`src/rtl/link_pwr_pkg.sv`:
```
package link_pwr_pkg;

    typedef enum logic [1:0] {
        LS_DISC = 2'b00,
        LS_U0   = 2'b01,
        LS_U1   = 2'b10,
        LS_U23  = 2'b11
    } link_state_e;

    typedef struct packed {
        logic redrive;
        logic rx_term;
        logic tx_cm;
    } drive_set_t;

    typedef struct packed {
        logic term_up;
        logic term_dn;
        logic eidle_up;
        logic eidle_dn;
        logic lfps;
        logic done;
    } phy_flags_t;

    function automatic drive_set_t drive_for(link_state_e s);
        drive_set_t d;
        d.redrive = (s == LS_U0);
        d.rx_term = (s != LS_DISC);
        d.tx_cm   = (s == LS_U0) || (s == LS_U1);
        return d;
    endfunction

    function automatic logic polls_far_end(link_state_e s);
        return (s == LS_DISC) || (s == LS_U23);
    endfunction

endpackage

```
`src/rtl/lpc_period_timer.sv`:
```
module lpc_period_timer #(
    parameter int PERIOD = 16
) (
    input  logic clk,
    input  logic rst,
    input  logic run,
    output logic pulse
);
    localparam int CW = (PERIOD > 1) ? $clog2(PERIOD) : 1;
    localparam logic [CW-1:0] LAST = CW'(PERIOD - 1);

    logic [CW-1:0] cnt;

    always_ff @(posedge clk) begin
        if (rst || !run)
            cnt <= '0;
        else if (cnt == LAST)
            cnt <= '0;
        else
            cnt <= cnt + 1'b1;
    end

    assign pulse = run && (cnt == LAST);
endmodule

```
`src/rtl/lpc_dwell_timer.sv`:
```
module lpc_dwell_timer #(
    parameter int LIMIT = 8
) (
    input  logic clk,
    input  logic rst,
    input  logic count_en,
    output logic expired
);
    localparam int CW = (LIMIT > 1) ? $clog2(LIMIT) : 1;
    localparam logic [CW-1:0] LAST = CW'(LIMIT - 1);

    logic [CW-1:0] cnt;

    always_ff @(posedge clk) begin
        if (rst || !count_en)
            cnt <= '0;
        else if (cnt != LAST)
            cnt <= cnt + 1'b1;
    end

    assign expired = count_en && (cnt == LAST);
endmodule

```
`src/rtl/lpc_state_fsm.sv`:
```
module lpc_state_fsm
    import link_pwr_pkg::*;
(
    input  logic        clk,
    input  logic        rst,
    input  logic        enabled,
    input  phy_flags_t  flags,
    input  logic        dwell_done,
    output link_state_e state
);
    link_state_e nxt;
    logic both_term, both_idle, term_lost;

    always_comb begin
        both_term = flags.term_up && flags.term_dn;
        both_idle = flags.eidle_up && flags.eidle_dn;
        term_lost = flags.done && !both_term;
        nxt = state;
        if (!enabled) begin
            nxt = LS_DISC;
        end else begin
            unique case (state)
                LS_DISC: if (flags.done && both_term) nxt = LS_U0;
                LS_U0:   if (both_idle) nxt = LS_U1;
                LS_U1: begin
                    if (!both_idle || flags.lfps) nxt = LS_U0;
                    else if (dwell_done)          nxt = LS_U23;
                end
                LS_U23: begin
                    if (term_lost)       nxt = LS_DISC;
                    else if (flags.lfps) nxt = LS_U0;
                end
                default: nxt = LS_DISC;
            endcase
        end
    end

    always_ff @(posedge clk) begin
        if (rst) state <= LS_DISC;
        else     state <= nxt;
    end
endmodule

```
`src/rtl/link_pwr_ctrl.sv`:
```
module link_pwr_ctrl
    import link_pwr_pkg::*;
#(
    parameter int DET_PERIOD  = 16,
    parameter int IDLE_CYCLES = 8
) (
    input  logic       clk,
    input  logic       rst,
    input  logic       usb_en_pin,
    input  logic       usb_en_reg,
    input  logic       term_up,
    input  logic       term_dn,
    input  logic       eidle_up,
    input  logic       eidle_dn,
    input  logic       lfps_ok,
    input  logic       det_done,
    output logic [1:0] state_o,
    output logic       redrive_en,
    output logic       rx_term_en,
    output logic       tx_cm_en,
    output logic       det_req
);
    link_state_e cur;
    phy_flags_t  flags;
    drive_set_t  drv;
    logic        enabled, dwell_done, poll_run;

    assign enabled = usb_en_pin || usb_en_reg;
    assign flags   = '{term_up: term_up, term_dn: term_dn,
                       eidle_up: eidle_up, eidle_dn: eidle_dn,
                       lfps: lfps_ok, done: det_done};

    lpc_dwell_timer #(.LIMIT(IDLE_CYCLES)) u_dwell (
        .clk(clk), .rst(rst),
        .count_en(cur == LS_U1),
        .expired(dwell_done)
    );

    lpc_state_fsm u_fsm (
        .clk(clk), .rst(rst), .enabled(enabled),
        .flags(flags), .dwell_done(dwell_done), .state(cur)
    );

    assign poll_run = enabled && polls_far_end(cur);

    lpc_period_timer #(.PERIOD(DET_PERIOD)) u_poll (
        .clk(clk), .rst(rst), .run(poll_run), .pulse(det_req)
    );

    assign drv        = drive_for(cur);
    assign state_o    = cur;
    assign redrive_en = drv.redrive;
    assign rx_term_en = drv.rx_term;
    assign tx_cm_en   = drv.tx_cm;
endmodule

```
`config.mk`:
```
export PLATFORM = sky130hd
export DESIGN_NAME = link_pwr_ctrl
export DESIGN_NICKNAME = d
export VERILOG_FILES = /design/src/rtl/link_pwr_pkg.sv /design/src/rtl/lpc_period_timer.sv /design/src/rtl/lpc_dwell_timer.sv /design/src/rtl/lpc_state_fsm.sv /design/src/rtl/link_pwr_ctrl.sv
export SDC_FILE = /design/constraint.sdc
export NUM_CORES = 1
export LEC_CHECK = 0
export BUFFER_PORTS_ARGS = -buffer_cell sky130_fd_sc_hd__buf_2
export CORE_AREA = 5 5 42 44
export CTS_BUF_LIST = sky130_fd_sc_hd__clkbuf_8
export DETAILED_ROUTE_END_ITERATION = 7
export DIE_AREA = 0 0 47 49
export PLACE_DENSITY_LB_ADDON = 0.05
export SLEW_MARGIN = 20
export SYNTH_ARGS = -nofsm -noshare
export SYNTH_HDL_FRONTEND = slang
export SYNTH_SLANG_ARGS = --single-unit
```
`constraint.sdc`:
```
create_clock -name clk -period 1.85 [get_ports clk]
set_input_delay 0.2775 -clock clk [delete_from_list [all_inputs] [get_ports clk]]
set_output_delay 0.2775 -clock clk [all_outputs]
set_load 0.02 [all_outputs]
```
==> flow_metrics.tcl <==
set metrics [dict create \
    hold_path.class "primary input to flop" \
    layout.nets 97 \
    synth_edf_count 0 \
    dp_hpwl_um 859 \
    max_stage_delay_ps 380 \
    synth_area_sq_um 537 \
    n_fill_cell 137 \
    synthTopCellsByCount "dfxtp_1 (9), nor2_1 (8), ha_1 (7)" \
    fin_tns_setup_ps 0 \
    syn_inst 60 \
    yosysSeqAreaShare_pct 33.6 \
    synth.distinct_cells 28 \
    cp_data_required_time_ps 1570 \
    antenna_left 0 \
    hold_path_depth 4 \
    rows 14 \
    overflow 0 \
    holdPathEnd "u_fsm.state[1]" \
    syn-num-nets 77 \
    final-hold-violation-count 0 \
    cts.sinks 9 \
    cp.arrival_ps 1410 \
    drt-initial-drc-count 4 \
    wirelength_um 1010 \
    leakage_nw 0.327 \
    reg2reg_from "u_fsm.state[1]" \
    viasPerCell 4.93 \
    setup_ws_ps 158 \
    ir_drop_mv 0.473 \
    r2r_slack_ps 380 \
    path_clk_slew_ps 40 \
    numCtsBuffers 3 \
    max_freq_mhz 591 \
    grt_pass1_vias 447 \
    drt_first_pass_iters 4 \
    core-area_sq_mm 0.00140 \
    slew_headroom_pct 73.3 \
    slew_viol_final 0 \
    path_max_fanout 5 \
    grt_util_all_layers_pct 10.5 \
    dieHeight_um 49 \
    portBuffers 15 \
    regArea_sq_um 181 \
    drcViolationCount 0 \
    antenna_cells 0 \
    cts_tree "yes" \
    endpoint_kind "output port" \
    cts_root_buf "clkbuf_8" \
    antenna_found_initial 0 \
    yosys_warnings 0 \
    crit_family "flip-flops" \
    period_share_pct 91.5 \
    area_growth_pct 27.5 \
    wl_per_cell_um 10.6 \
    cp_cell_sequence "inv_1 > ha_1 > nor3_2 > buf_2" \
    synth_ff_type "dfxtp_1" \
    via_count 468 \
    crit_type "flop to output port" \
    layout-drive-gt1-share_pct 34.2 \
    synth_area_per_cell_sq_um 8.95 \
    rsz0062_at_grt "false" \
    hp-start "rst" \
    start_util_pct 38.3 \
    yosysMostFrequentCell "dfxtp_1" \
    clk_latency_ps 230 \
    powerDensity_mw_per_mm2 812 \
    r2r-end "u_fsm.state[0]" \
    io_pins 16 \
    synth_top_area_cell "dfxtp_1" \
    pre_cts_slack_ps 314 \
    max_slew.worst_pin.slew_ps 400 \
    cp_slowest_cell "dfxtp_1" \
    dieArea_sq_mm 0.00230 \
    finalSetupViolCount 0 \
    multi_input_area_sq_um 343 \
    synth_top_area_share_pct 33.6 \
    htree_levels 1 \
    ys_ff_latch 9 \
    drv_cap 0 \
    grt_pass1_wl_um 1810 \
    async_reset_ff_share_pct 0 \
    timing.critical_path.buf_inv 2 \
    status "complete, no violations" \
    reg2reg_depth 6 \
    min_period_ps 1690 \
    start_kind "flop" \
    die_w_um 47 \
    gp_congestion 0.723 \
    fin_skew_ps 5.18 \
    clockBufferDepth 2 \
    grt_start_max_net_pins 8 \
    yosys-top-cells-area "dfxtp_1 (34%), ha_1 (16%), nor2_1 (5.6%)" \
]
-- cell usage in the layout (no fill, tap or decap), types with 2 or more instances in the layout --
cell type	netlist	routed
dfxtp_1	9	8
mux2i_1	2	2
buf_2	0	15
nor2_1	8	8
inv_1	4	4
nand3_1	3	3
a21oi_1	2	2
ha_1	7	7
clkbuf_8	0	3
nand2_1	2	2
o21ai_0	3	3
-- per-layer routing --
layer | track usage (%) | vias up | share of wire (%)
met3 | 4.43 | 0 | 8.8
met5 | 0 | - | 0
met1 | 14.4 | 206 | 46
li1 | - | 248 | -
met2 | 14.7 | 14 | 45
met4 | 2.76 | 0 | 0
-- worst max path at each step --
| stage | end | startpoint | cells after the start |
|---|---|---|---|
| global placement | det_req | u_fsm.state[0] | 4 |
| global route | det_req | u_fsm.state[1] | 4 |
| finish | det_req | u_fsm.state[1] | 4 |
| detailed placement | det_req | u_fsm.state[0] | 4 |
| floorplan | det_req | u_fsm.state[0] | 3 |
| CTS | det_req | u_fsm.state[0] | 4 |
-- layout make-up --
cell class / instances / share of cell area (%)
clock inverter: 1 / 0.731
multi-input combinational: 46 / 50.1
tap: 16 / 2.93
clock buffer: 3 / 6.03
timing repair buffer: 15 / 11.0
sequential: 9 / 26.5
inverter: 5 / 2.74
-- worst register-to-register path, delay by kind of cell, from the launching register on --
kind	cells	cell delay, ps
AOI/OAI and AO/OA	4	690
adders and majority gates	1	200
buffers and inverters	1	110
DFF	1	380
-- state kept, by name, summed over array words and instances (netlist names) --
| register | count |
|---|---|
| u_dwell.cnt | 3 |
| u_poll.cnt | 4 |
| u_fsm.state | 2 |
-- kinds of logic after synthesis --
| family | synth area share (%) |
|---|---|
| XOR/XNOR | 3.26 |
| AO/OA/AOI/OAI | 20.0 |
| multiplexers | 3.73 |
| buffers and inverters | 3.50 |
| AND/OR/NAND/NOR | 19.6 |
| flip-flops | 33.6 |
| adder cells (fa/ha/maj) | 16.3 |
-- timing repair --
item / CTS / global route
setup endpoints to repair: 0 / 1
hold buffers: 0 / 0
setup buffers: 0 / 0
gates resized for setup: 0 / 1
-- per-stage QoR --
step	instances	total power, mW	util [%]	hold WS [ps]	area (sq um)
5_1_grt	95	0.591	48.8	420	684
4_1_cts	95	0.566	48.8	395	683
6_report	95	0.556	48.8	393	684
3_3_place_gp	91	0.339	45.4	458	637
2_1_floorplan	60	0.301	-	430	542
3_5_place_dp	91	0.337	45.4	459	637
-- report_power, final --
part	leakage, nW	total (mW)	internal (mW)	switching, mW
logic	0.228	0.115	0.0488	0.0663
clock network	0.0255	0.222	0.147	0.0755
registers	0.0735	0.219	0.206	0.0126
Note: power is estimated with default switching activity, not from simulation.
